<file path="src/rtl/blkrd_pkg.sv">
package blkrd_pkg;

    typedef enum logic [2:0] {
        ST_IDLE,
        ST_CMD,
        ST_RESP,
        ST_DATA,
        ST_SUSP
    } seq_state_e;

    typedef enum logic {
        MODE_OPEN   = 1'b0,
        MODE_PRESET = 1'b1
    } blk_mode_e;

    localparam int NFLAG = 4;

    // bit 0 cmd_end, bit 1 tmo, bit 2 dte, bit 3 ffull
    typedef struct packed {
        logic ffull;
        logic dte;
        logic tmo;
        logic cmd_end;
    } irq_vec_t;

    function automatic irq_vec_t irq_none();
        irq_vec_t v;
        v = '0;
        return v;
    endfunction

endpackage

</file>
<file path="src/rtl/blkrd_tmo.sv">
module blkrd_tmo #(
    parameter int TMO_CYC = 16
) (
    input  logic clk,
    input  logic rst,
    input  logic run_i,
    output logic expired_o
);
    localparam int CW = $clog2(TMO_CYC + 1);

    logic [CW-1:0] cnt_q;

    always_ff @(posedge clk) begin
        if (rst || !run_i) begin
            cnt_q <= '0;
        end else if (cnt_q != CW'(TMO_CYC - 1)) begin
            cnt_q <= cnt_q + 1'b1;
        end
    end

    assign expired_o = run_i && (cnt_q == CW'(TMO_CYC - 1));
endmodule

</file>
<file path="src/rtl/blkrd_blkcnt.sv">
module blkrd_blkcnt #(
    parameter int CNT_W = 8
) (
    input  logic             clk,
    input  logic             rst,
    input  logic             load_i,
    input  logic [CNT_W-1:0] load_val_i,
    input  logic             dec_i,
    output logic             last_o
);
    logic [CNT_W-1:0] rem_q;

    always_ff @(posedge clk) begin
        if (rst) begin
            rem_q <= '0;
        end else if (load_i) begin
            rem_q <= load_val_i;
        end else if (dec_i && rem_q != '0) begin
            rem_q <= rem_q - 1'b1;
        end
    end

    assign last_o = (rem_q <= CNT_W'(1));
endmodule

</file>
<file path="src/rtl/blkrd_irq.sv">
module blkrd_irq #(
    parameter int N = 4
) (
    input  logic         clk,
    input  logic         rst,
    input  logic [N-1:0] set_i,
    input  logic [N-1:0] clr_i,
    output logic [N-1:0] flags_o
);
    for (genvar g = 0; g < N; g++) begin : g_flag
        logic f_q;
        always_ff @(posedge clk) begin
            if (rst)
                f_q <= 1'b0;
            else if (set_i[g])
                f_q <= 1'b1;
            else if (clr_i[g])
                f_q <= 1'b0;
        end
        assign flags_o[g] = f_q;
    end
endmodule

</file>
<file path="src/rtl/blkrd_fsm.sv">
module blkrd_fsm
    import blkrd_pkg::*;
(
    input  logic       clk,
    input  logic       rst,
    input  logic       start_i,
    input  logic       fifo_clr_i,
    input  logic       cont_i,
    input  logic       cmdoff_i,
    input  logic       multi_i,
    input  logic       cmd_sent_i,
    input  logic       resp_rcvd_i,
    input  logic       blk_rcvd_i,
    input  logic       fifo_full_i,
    input  logic       tmo_exp_i,
    input  logic       last_i,
    output seq_state_e state_o,
    output logic       load_o,
    output logic       dec_o,
    output logic       run_tmo_o,
    output irq_vec_t   set_o,
    output logic       stop_req_o
);
    seq_state_e state_q, state_d;
    blk_mode_e  mode_q;
    logic       clr_ok_q, susp_seen_q, stop_q, stop_d;

    always_comb begin
        state_d = state_q;
        set_o   = irq_none();
        load_o  = 1'b0;
        dec_o   = 1'b0;
        stop_d  = 1'b0;
        unique case (state_q)
            ST_IDLE: begin
                if (start_i && clr_ok_q) begin
                    state_d = ST_CMD;
                    load_o  = 1'b1;
                end
            end
            ST_CMD: begin
                if (cmd_sent_i) begin
                    set_o.cmd_end = 1'b1;
                    state_d       = ST_RESP;
                end
            end
            ST_RESP: begin
                if (resp_rcvd_i) begin
                    state_d = ST_DATA;
                end else if (tmo_exp_i) begin
                    set_o.tmo = 1'b1;
                    state_d   = ST_IDLE;
                end
            end
            ST_DATA: begin
                if (blk_rcvd_i) begin
                    dec_o = 1'b1;
                    if (mode_q == MODE_PRESET && last_i) begin
                        set_o.dte = 1'b1;
                        stop_d    = susp_seen_q;
                        state_d   = ST_IDLE;
                    end else if (mode_q == MODE_OPEN) begin
                        set_o.dte   = 1'b1;
                        set_o.ffull = fifo_full_i;
                        state_d     = ST_SUSP;
                    end else if (fifo_full_i) begin
                        set_o.ffull = 1'b1;
                        state_d     = ST_SUSP;
                    end
                end
            end
            ST_SUSP: begin
                if (cmdoff_i) begin
                    set_o.dte = 1'b1;
                    stop_d    = 1'b1;
                    state_d   = ST_IDLE;
                end else if (cont_i) begin
                    state_d = ST_DATA;
                end
            end
            default: state_d = ST_IDLE;
        endcase
    end

    always_ff @(posedge clk) begin
        if (rst) begin
            state_q     <= ST_IDLE;
            mode_q      <= MODE_OPEN;
            clr_ok_q    <= 1'b0;
            susp_seen_q <= 1'b0;
            stop_q      <= 1'b0;
        end else begin
            state_q <= state_d;
            stop_q  <= stop_d;
            if (load_o) begin
                mode_q      <= blk_mode_e'(multi_i);
                clr_ok_q    <= 1'b0;
                susp_seen_q <= 1'b0;
            end else begin
                if (fifo_clr_i) clr_ok_q <= 1'b1;
                if (state_d == ST_SUSP) susp_seen_q <= 1'b1;
            end
        end
    end

    assign state_o    = state_q;
    assign run_tmo_o  = (state_q == ST_RESP);
    assign stop_req_o = stop_q;
endmodule

</file>
<file path="src/rtl/blkrd_top.sv">
module blkrd_top
    import blkrd_pkg::*;
#(
    parameter int CNT_W   = 8,
    parameter int TMO_CYC = 16
) (
    input  logic             clk,
    input  logic             rst,
    input  logic             start_i,
    input  logic             fifo_clr_i,
    input  logic             cont_i,
    input  logic             cmdoff_i,
    input  logic             multi_i,
    input  logic [CNT_W-1:0] blk_cnt_i,
    input  logic             cmd_sent_i,
    input  logic             resp_rcvd_i,
    input  logic             blk_rcvd_i,
    input  logic             fifo_full_i,
    input  logic [3:0]       irq_clr_i,
    output logic             cmd_req_o,
    output logic             data_en_o,
    output logic             busy_o,
    output logic             stop_req_o,
    output logic             irq_cmd_end_o,
    output logic             irq_tmo_o,
    output logic             irq_dte_o,
    output logic             irq_ffull_o
);
    seq_state_e       state;
    logic             load, dec, run_tmo, tmo_exp, last;
    irq_vec_t         set_vec;
    logic [NFLAG-1:0] flags;

    blkrd_fsm u_fsm (
        .clk        (clk),
        .rst        (rst),
        .start_i    (start_i),
        .fifo_clr_i (fifo_clr_i),
        .cont_i     (cont_i),
        .cmdoff_i   (cmdoff_i),
        .multi_i    (multi_i),
        .cmd_sent_i (cmd_sent_i),
        .resp_rcvd_i(resp_rcvd_i),
        .blk_rcvd_i (blk_rcvd_i),
        .fifo_full_i(fifo_full_i),
        .tmo_exp_i  (tmo_exp),
        .last_i     (last),
        .state_o    (state),
        .load_o     (load),
        .dec_o      (dec),
        .run_tmo_o  (run_tmo),
        .set_o      (set_vec),
        .stop_req_o (stop_req_o)
    );

    blkrd_tmo #(.TMO_CYC(TMO_CYC)) u_tmo (
        .clk      (clk),
        .rst      (rst),
        .run_i    (run_tmo),
        .expired_o(tmo_exp)
    );

    blkrd_blkcnt #(.CNT_W(CNT_W)) u_cnt (
        .clk       (clk),
        .rst       (rst),
        .load_i    (load),
        .load_val_i(blk_cnt_i),
        .dec_i     (dec),
        .last_o    (last)
    );

    blkrd_irq #(.N(NFLAG)) u_irq (
        .clk    (clk),
        .rst    (rst),
        .set_i  (set_vec),
        .clr_i  (irq_clr_i),
        .flags_o(flags)
    );

    assign busy_o        = (state != ST_IDLE);
    assign cmd_req_o     = (state == ST_CMD);
    assign data_en_o     = (state == ST_DATA);
    assign irq_cmd_end_o = flags[0];
    assign irq_tmo_o     = flags[1];
    assign irq_dte_o     = flags[2];
    assign irq_ffull_o   = flags[3];
endmodule

</file>
<file path="config.mk">
export PLATFORM = sky130hd
export DESIGN_NAME = blkrd_top
export DESIGN_NICKNAME = d
export VERILOG_FILES = /design/src/rtl/blkrd_pkg.sv /design/src/rtl/blkrd_tmo.sv /design/src/rtl/blkrd_blkcnt.sv /design/src/rtl/blkrd_irq.sv /design/src/rtl/blkrd_fsm.sv /design/src/rtl/blkrd_top.sv
export SDC_FILE = /design/constraint.sdc
export NUM_CORES = 1
export LEC_CHECK = 0
export BUFFER_PORTS_ARGS = -buffer_cell sky130_fd_sc_hd__buf_2
export CORE_ASPECT_RATIO = 0.6
export CORE_MARGIN = 1
export CORE_UTILIZATION = 56
export CTS_CLUSTER_DIAMETER = 30
export DETAILED_ROUTE_END_ITERATION = 8
export MAX_ROUTING_LAYER = met4
export PLACE_DENSITY = 0.83
export SYNTH_ARGS = -nofsm -noshare
export SYNTH_HDL_FRONTEND = slang
export SYNTH_SLANG_ARGS = --single-unit
</file>
<file path="constraint.sdc">
create_clock -name clk -period 3.9 [get_ports clk]
set_input_delay 0.78 -clock clk [delete_from_list [all_inputs] [get_ports clk]]
set_output_delay 0.78 -clock clk [all_outputs]
set_load 0.01 [all_outputs]
</file>
Yosys cells after proc, flatten, opt, wreduce, memory -nomap -nowiden
Cells that the tools add are included.
{ "op_classes": {"reduce_logical": 15, "n_mux": 42, "order_cmp": 1, "eq_ne": 7, "n_addsub": 2} }
{ "op_table": {"columns": ["cell", "n"], "rows": [
  ["$mux W3", 10],
  ["$mux W1", 26],
  ["$mux W8", 2],
  ["$pmux W3 S5", 1],
  ["$reduce_bool A2 Y1", 5],
  ["$le A8 B1 Y1 const B", 1],
  ["$reduce_bool A8 Y1", 1],
  ["$sub A8 B1 Y8 const B", 1],
  ["$eq A3 B2 Y1 const B", 2],
  ["$eq A3 B3 Y1 const B", 2],
  ["$add A5 B1 Y5 const B", 1],
  ["$eq A5 B4 Y1 const B", 1],
  ["$ne A5 B4 Y1 const B", 1],
  ["$logic_and A1 B1 Y1", 4],
  ["$pmux W1 S2", 2],
  ["$eq A3 B1 Y1 const B", 1],
  ["$logic_not A3 Y1", 1],
  ["$reduce_bool A3 Y1", 1],
  ["$mux W2", 1],
  ["$reduce_or A2 Y1", 1],
  ["$logic_not A1 Y1", 1],
  ["$logic_or A1 B1 Y1", 1]
]} }
{ "totals": {"regBits": 24, "input_bits": 23} }

Depth between registers and ports, before layout
Gate-level depths: netlist of the first run.
{ "depth": {"ltp_word": 6, "depth_mapped": 7, "mapped_depth_nobuf": 6} }

Modules after synthesis
Synthesis of the first run repeated with hierarchy kept, for this count alone.
{ "hier_totals": {"hier_cells": 168, "hier_area_um2": 1435.1} }
{ "modules_own_cells": {"columns": ["module", "area_each_um2", "n_inst", "cells_each"], "rows": [
  ["blkrd_blkcnt", 558.0, 1, 68],
  ["blkrd_fsm", 427.9, 1, 52],
  ["blkrd_tmo", 255.2, 1, 25],
  ["blkrd_irq", 170.2, 1, 20],
  ["blkrd_top", 23.8, 1, 3]
]} }

Least setup slack after synthesis of the first run
No wires, ideal clock.
{ "synth_path": {"path_kind": "input -> register", "startpoint": "in blk_rcvd_i", "endpoint": "reg u_cnt.rem_q[7]", "path_stages": 4, "path_slack_ps": 2083, "n_path_buf": 0, "setup_time_ps": 88, "t_arrival_ps": 1729, "required_ps": 3812, "path_cell_list": "and4b_1 > nand4_2 > or4_1 > a311oi_2"} }
{ "synth_via": {"elab_chain_len": 4} }
{ "synth_rtl": {"columns": ["element", "line_no", "source"], "rows": [
  ["start, declared", "blkrd_top.sv:17", "input logic blk_rcvd_i,"],
  ["$mux W1", "blkrd_fsm.sv:56", "if (blk_rcvd_i) begin"],
  ["$mux W1", "blkrd_fsm.sv:34", "unique case (state_q)"],
  ["$logic_and A1 B1 Y1", "blkrd_blkcnt.sv:18", "end else if (dec_i && rem_q != '0) begin"],
  ["$reduce_bool A2 Y1 (no line)", null, null],
  ["end signal, assigned", "blkrd_blkcnt.sv:17", "rem_q <= load_val_i;"],
  ["end signal, assigned", "blkrd_blkcnt.sv:19", "rem_q <= rem_q - 1'b1;"],
  ["end, declared", "blkrd_blkcnt.sv:11", "logic [CNT_W-1:0] rem_q;"]
]} }
Every way passes these cells.
A chain may end at the register's enable or synchronous reset.

Worst setup path after layout of the first run
{ "layout_path": {"startpoint": "reg u_fsm.state_q[1], in the netlist u_fsm.state_o[1]", "endpoint": "out busy_o"} }
{ "layout_via": {"elab_chain_len": 1} }
{ "layout_rtl": {"columns": ["element", "line_no", "source"], "rows": [
  ["start, declared", "blkrd_fsm.sv:24", "seq_state_e state_q, state_d;"],
  ["start signal, assigned", "blkrd_fsm.sv:93", "state_q <= state_d;"],
  ["$reduce_bool A3 Y1", "blkrd_top.sv:80", "assign busy_o = (state != ST_IDLE);"],
  ["end, declared", "blkrd_top.sv:22", "output logic busy_o,"]
]} }
Every way passes these cells.

==> summary.txt, run 1 <==
Run status
  • Status: finished clean

Synth
  • Yosys cell types: 45
  • Syn avg cell area: ~8.5 µm²
  • Register area share after synthesis: 0.368
  • Synth async-reset ratio: 0
  • Yosys reg bits: 24
  • Cell Area, Synth: around 1300 µm²
  • Top_reg_cell synth: dfxtp_1
  • Mapped Nets: 180
  • Yosys warning total: 0
  • Mapped Cells: 153
  • Number of synthesized flops with an enable pin: 0

Critical path
  • Worst-path maximum fanout: 10
  • Crit end category: output pin
  • Worst EP required: roughly 3.1 ns
  • CP arrival: 1.33 ns
  • Reg2Reg Setup Slack: around 2 ns
  • Critical path class: register to output pin
  • Nature of the critical path startpoint: register
  • CP cell instances: nor3_1 -> inv_1 -> buf_2
  • Slowest Stage Delay on Critical Path: 0.43 ns
  • Critical path's slowest cell: nor3_1

STA
  • Slew HR: 0.588
  • Final WS setup: about 1.8 ns
  • Measured slew at the worst slew-check pin: just over 0.6 ns
  • Final hold vios: 0
  • FMAX: roughly 0.47 GHz
  • Setup Skew: between 0.003 and 0.004 ns
  • Final period utilization: 0.540
  • Setup tns final: 0 ns
  • Min Tclk post-route: roughly 2.1 ns
  • Final setup viols: 0
  • RSZ-0062 raised after global routing: false
  • Pins over their slew limit: 0

Detailed routing
  • Routed Antenna Nets: 0
  • DR vias: 1198
  • Via density: between 5 and 6
  • Met2 WL: ~1300 µm
  • Wirelength, routed: slightly below 3000 µm
  • Met3 WL: 143 µm
  • M1 WL: roughly 1500 µm
  • WL per Instance: between 10 and 15 µm
  • Drt drc: 0
  • DRT Pass-1 Iters: 4
  • Top Metal Used: met4
  • Iter 0 DRT Violations: 82

Placed design
  • DP Area: about 1500 µm²
  • Dpl ws: between 1.5 and 2 ns
  • Placed insts: 206
  • HPWL after DPL: between 2000 and 2500 µm
  • GP Congestion: between 0.8 and 0.9
  • Port bufs: 30

Clock tree
  • Worst-path clk slew: about 0.080 ns
  • CTS Hold Bufs: 0
  • Clk_lat worst skew: 0.27 ns
  • CTS tree: yes
  • Clock buffer depth: 2
  • Cts bufs inserted: 3
  • Post-CTS sizing: 0
  • Root Buffer: clkbuf_8
  • Postcts setup bufs: 0
  • H-Tree Level Count: 1
  • CTS sink cnt: 24

Global route
  • Number of global-route vias before repair: between 1000 and 1500
  • Remaining global-route overflow: 0
  • Initial antenna violation count: 0
  • GRT Resource Usage Total: 0.258
  • Largest net degree at the start of global routing: 20
  • First-pass GRT wire length: approximately 4600 µm

Final layout
  • Area growth, synth to finish: 15.9%
  • Layout cells sized above 1: 0.233
  • Fill cell count: 177
  • Final instance area: between 1500 and 2000 µm²
  • Nets: approximately 210
  • Post-route core utilization: 0.694
  • Post-route insts no fill: 210
  • # diodes: 0

Floorplan
  • Top Ports: 31
  • Die area: about 2500 µm²
  • Rows: 13
  • Die Y: ~40 µm
  • Core box area: about 2200 µm²
  • Starting density of the core: 0.599
  • Die Wd: 64.3 µm

Power
  • PD cells: ~360 nW/µm²
  • Leak Pwr: 0.630 nW
  • Worst vdd ir: 0.243 mV

Flow run
  • Max Cap Viol: 0

Worst hold path
  • Classification of the worst-slack hold path: register to register
[placed cells by master, fill, tap and decap left out, types with 3 or more instances in the layout]
cell type  instances
a211oi_1           6
a21oi_1            8
buf_2             30
clkbuf_8           4
dfxtp_1           24
ha_1               4
inv_1              7
mux2i_1            3
nand2_1            8
nand2b_1           4
nand3b_1           3
nand4b_1           3
nor2_1            24
nor2b_1            3
nor3_1             5
o211ai_1           3
o21ai_0            3
xor2_1             4
[where the power goes]
part	total (mW)	internal [mW]	switching, mW
clock network	0.171	0.0902	0.0803
logic	0.101	0.0453	0.0555
registers	0.274	0.257	0.0176
total	0.546	0.392	0.153
[cell type report]
cell class / count / area (µm²) / share of cell area
Clock buffer: 4 / 55.1 / 0.0364
Tap cell: 30 / 37.5 / 0.0248
Timing Repair Buffer: 30 / 150 / 0.0993
Sequential cell: 24 / 480 / 0.318
Inverter: 7 / 26.3 / 0.0174
Multi-Input combinational cell: 115 / 763 / 0.505
[registers in the layout, indices dropped and copies added, names as in the netlist]
name and flops:
u_fsm.state_o 3, u_irq.g_flag.f_q 4, u_tmo.cnt_q 5, u_fsm.susp_seen_q 1
u_fsm.mode_q 1, u_fsm.stop_req_o 1, u_fsm.clr_ok_q 1, u_cnt.rem_q 8
[through the flow]
stage	hold WS (ns)	power (mW)
final	0.474	0.546
after floorplan	0.434	0.347
after global routing	0.521	0.571
after global placement	0.432	0.373
after CTS	0.480	0.546
after detailed placement	0.460	0.377
[critical path: cells and delay by family (launching register included)]
kind                   cells  cell delay [ns]
DFF                        1             0.41
buffers and inverters      2             0.22
and+or+nand+nor            1             0.43
[final timing paths]
path                                           from                  end  cells after the start
worst max-delay path               u_fsm.state_o[1]               busy_o                      3
worst min-delay path            u_irq.g_flag[2].f_q  u_irq.g_flag[2].f_q                      2
worst max register to register     u_fsm.state_o[1]       u_cnt.rem_q[7]                      4
worst min register to register  u_irq.g_flag[2].f_q  u_irq.g_flag[2].f_q                      2
[layer usage]
metal | up-vias | GRT usage
met3 | 4 | 0.0610
met5 | - | -
met1 | 554 | 0.343
met4 | 0 | 0.0667
met2 | 35 | 0.397
li1 | 605 | -
[cells by family (layout without fill, tap and decap cells)]
group / after synthesis / count (layout) / share of synthesized area
simple gates: 70 / 70 / 0.308
compound gates: 32 / 32 / 0.175
flops: 24 / 24 / 0.368
buf+inv: 14 / 41 / 0.0470
xor+xnor: 6 / 6 / 0.0403
fa+ha+maj: 4 / 4 / 0.0384
mux: 3 / 3 / 0.0230
[Yosys cell counts (2+ instances only)]
master	n	share of area
a211oi_1	6	0.035
a21oi_1	8	0.031
and3_1	2	0.0096
buf_4	2	0.012
clkbuf_1	4	0.012
dfxtp_1	24	0.37
ha_1	4	0.038
inv_1	7	0.020
mux2i_1	3	0.023
nand2_1	8	0.023
nand2b_1	4	0.019
nand3_1	2	0.0077
nand3b_1	3	0.017
nand4b_1	3	0.020
nor2_1	24	0.069
nor2b_1	3	0.014
nor3_1	5	0.019
nor3_2	2	0.015
nor3b_1	2	0.012
o211ai_1	3	0.017
o21ai_0	3	0.012
o31a_1	2	0.013
o31ai_1	2	0.012
or3_1	2	0.0096
xnor2_1	2	0.013
xor2_1	4	0.027
Note: power is estimated with default switching activity, not from simulation.
==> run 2: changes to the inputs <==
--- a/config.mk
+++ b/config.mk
@@ -8,11 +8,11 @@
 export BUFFER_PORTS_ARGS = -buffer_cell sky130_fd_sc_hd__buf_2
 export CORE_ASPECT_RATIO = 0.6
 export CORE_MARGIN = 1
-export CORE_UTILIZATION = 56
+export CORE_UTILIZATION = 47
 export CTS_CLUSTER_DIAMETER = 30
 export DETAILED_ROUTE_END_ITERATION = 8
 export MAX_ROUTING_LAYER = met4
-export PLACE_DENSITY = 0.83
+export PLACE_DENSITY = 0.74
 export SYNTH_ARGS = -nofsm -noshare
 export SYNTH_HDL_FRONTEND = slang
 export SYNTH_SLANG_ARGS = --single-unit
==> constraint.sdc (replaced) <==
create_clock -name clk -period 1.7 [get_ports clk]
set_input_delay 0.34 -clock clk [delete_from_list [all_inputs] [get_ports clk]]
set_output_delay 0.34 -clock clk [all_outputs]
set_load 0.01 [all_outputs]
==> summary.txt, run 2 (synthesized netlist as in run 1, its figures left out) <==
Run status
  • Status: finished clean

Worst hold path
  • Hold path depth: 3 (+1)
  • Classification of the worst-slack hold path: primary input to register
  • Hold_sp: blk_cnt_i[1]
  • Worst min-delay path endpoint: u_cnt.rem_q[1]

Floorplan
  • Top Ports: 31 (unchanged)
  • Rows: 14 (+1)
  • Die Wd: 70.0 µm (+8.9%)
  • Core box area: 2570 µm² (+18%)
  • Die Y: 42.8 µm (+8.7%)
  • Starting density of the core: 0.507 (-0.0919)
  • Die area: 3000 µm² (+18%)

Placed design
  • GP Congestion: 0.860 (+1.2%)
  • HPWL after DPL: 2300 µm (+7.1%)
  • Port bufs: 30 (unchanged)
  • DP Area: 1530 µm² (+5.1%)

Detailed routing
  • WL per Instance: 13.8 µm (-2.2%)
  • DRT Pass-1 Iters: 4 (unchanged)
  • Drt drc: 0 (unchanged)
  • Met3 WL: 210 µm (+47%)
  • Top Metal Used: met4
  • Met2 WL: 1340 µm (+2.6%)
  • DR vias: 1248 (+4.2%)
  • Wirelength, routed: 3060 µm (+2.9%)
  • Iter 0 DRT Violations: 68 (-17%)
  • Via density: 5.65 (-1.0%)
  • M1 WL: 1490 µm (+0.54%)
  • Routed Antenna Nets: 0 (unchanged)

Final layout
  • Largest registers: u_cnt.rem_q: 8 flops, u_tmo.cnt_q: 5 flops, u_irq.g_flag.f_q: 4 flops
  • Nets: 217 (+4.3%)
  • Commonest non-fill, non-tap cells in the layout: 30 x buf_2, 24 x nor2_1, 22 x dfxtp_1, 9 x buf_4
  • Fill cell count: 216 (+22%)
  • Post-route core utilization: 0.640 (-0.0541)
  • Top reg by flops: u_cnt.rem_q
  • Area growth, synth to finish: 26.3%
  • Most common cell after layout, fill and taps aside: buf_2
  • Final instance area: 1650 µm² (+8.9%)
  • Max reg flops: 8 (unchanged)
  • Layout cells sized above 1: 0.328 (+0.0947)
  • # diodes: 0 (unchanged)

Global route
  • Remaining global-route overflow: 0 (unchanged)
  • First-pass GRT wire length: 5040 µm (+9.3%)
  • Initial antenna violation count: 0 (unchanged)
  • Largest net degree at the start of global routing: 20 (unchanged)
  • GRT Resource Usage Total: 0.221 (-0.0363)
  • Number of global-route vias before repair: 1143 (+13%)

Clock tree
  • H-Tree Level Count: 1 (unchanged)
  • Worst-path clk slew: 0.09 ns (about the same)
  • Clk_lat worst skew: 0.27 ns (about the same)
  • Root Buffer: clkbuf_8
  • Clock buffer depth: 2 (unchanged)
  • CTS Hold Bufs: 0 (unchanged)
  • CTS sink cnt: 24 (unchanged)
  • Cts bufs inserted: 3 (unchanged)
  • Postcts setup bufs: 0 (unchanged)
  • CTS tree: yes

Critical path
  • Crit path buffers/inverters: 1 (-1)
  • Critical path class: register to register
  • Worst EP required: 1.89 ns (-1.23 ns)
  • Cell family with the largest share of critical-path delay: simple AND/OR/NAND/NOR gates
  • FF-to-FF End: u_cnt.rem_q[0]
  • Nature of the critical path startpoint: register
  • CP cell instances: inv_2 -> ha_4 -> or4b_4 -> o21a_4 -> xnor2_2 -> a211oi_2
  • CP arrival: 1.86 ns (+0.53 ns)
  • Reg2Reg Setup Slack: 0.03 ns (-1.92 ns)
  • Critical path's slowest cell: or4b_4
  • Reg-to-Reg Start: u_cnt.rem_q[1]
  • Slowest Stage Delay on Critical Path: 0.49 ns (+0.06 ns)
  • Crit end category: register
  • Worst-path maximum fanout: 4 (-6)
  • Reg2Reg Depth: 6 (+2)

STA
  • Final period utilization: 0.983
  • Min Tclk post-route: 1.67 ns
  • Slew HR: 0.723 (+0.134)
  • Setup Skew: 0.00614 ns (+0.00313 ns)
  • FMAX: between 0.5 and 0.6 GHz
  • Final setup viols: 0 (unchanged)
  • RSZ-0062 raised after global routing: true
  • Pins over their slew limit: 0 (unchanged)
  • Final hold vios: 0 (unchanged)
  • Measured slew at the worst slew-check pin: 0.410 ns (-0.206 ns)

Power
  • Worst vdd ir: 0.557 mV (+130%)
  • Total Power: 1.40 mW (+160%)
  • PD cells: 848 nW/µm² (+140%)
  • Leak Pwr: 0.692 nW (+9.8%)

Flow run
  • Max Cap Viol: 0 (unchanged)
## run 2: cell types whose count changed in the layout (fill, tap and decap cells not counted), moves of 2 or more
cell	previous run	this run
buf_4	0	9
dfxtp_1	24	22
dfxtp_2	0	2
inv_1	7	5
inv_2	0	2
## run 2: area by class of cell
class                      count  area [µm²]  area share
inverter                       7        26.3      0.0159
sequential                    24         483       0.293
clock buffer                   3        41.3      0.0251
timing repair buffer          39         218       0.132
tap                           32        40.0      0.0243
clock inverter                 1        30.0      0.0182
multi-input combinational    115         810       0.491
## run 2: how the worst max path moves through the flow
stage	start	end	slack, ns	depth (start not counted)
after floorplan	u_cnt.rem_q[1]	u_cnt.rem_q[0]	0.009	6
after global placement	u_cnt.rem_q[1]	u_cnt.rem_q[0]	0.04	6
after detailed placement	u_cnt.rem_q[1]	u_cnt.rem_q[0]	-0.04	6
after CTS	u_cnt.rem_q[0]	u_cnt.rem_q[0]	0.007	6
after global routing	u_cnt.rem_q[0]	u_cnt.rem_q[0]	-0.04	6
final	u_cnt.rem_q[1]	u_cnt.rem_q[0]	0.03	6
## run 2: worst register-to-register path: stages (launching register included)
cell      delay (ns)
dfxtp_2         0.33
inv_2           0.07
ha_4            0.12
or4b_4          0.49
o21a_4          0.24
xnor2_2         0.13
a211oi_2        0.21
## run 2: report_power, final
part | switching (mW) | leakage, nW | internal, mW
clock | 0.183 | 0.0357 | 0.315
sequential | 0.0287 | 0.196 | 0.589
combinational | 0.149 | 0.461 | 0.131
## run 2: metrics by stage
step                      TNS (ns)  cells  hold WS [ns]  setup slack [ns]
after floorplan                  0    153         0.434           0.00853
after global placement           0    217         0.432            0.0444
after detailed placement   -0.0365    217         0.445           -0.0365
after CTS                        0    221         0.298           0.00678
after global routing       -0.0810    221         0.316           -0.0353
final                            0    221         0.300            0.0289
## run 2: what timing repair did
item,CTS,global route
setup endpoints to repair,2,8
gates resized for setup,4,6
pin swaps,3,6
gates cloned,0,0
## run 2: per-layer routing
metal,track usage,vias up
li1,-,619
met1,0.300,578
met2,0.337,47
met3,0.0570,4
met4,0.0440,0
met5,-,-
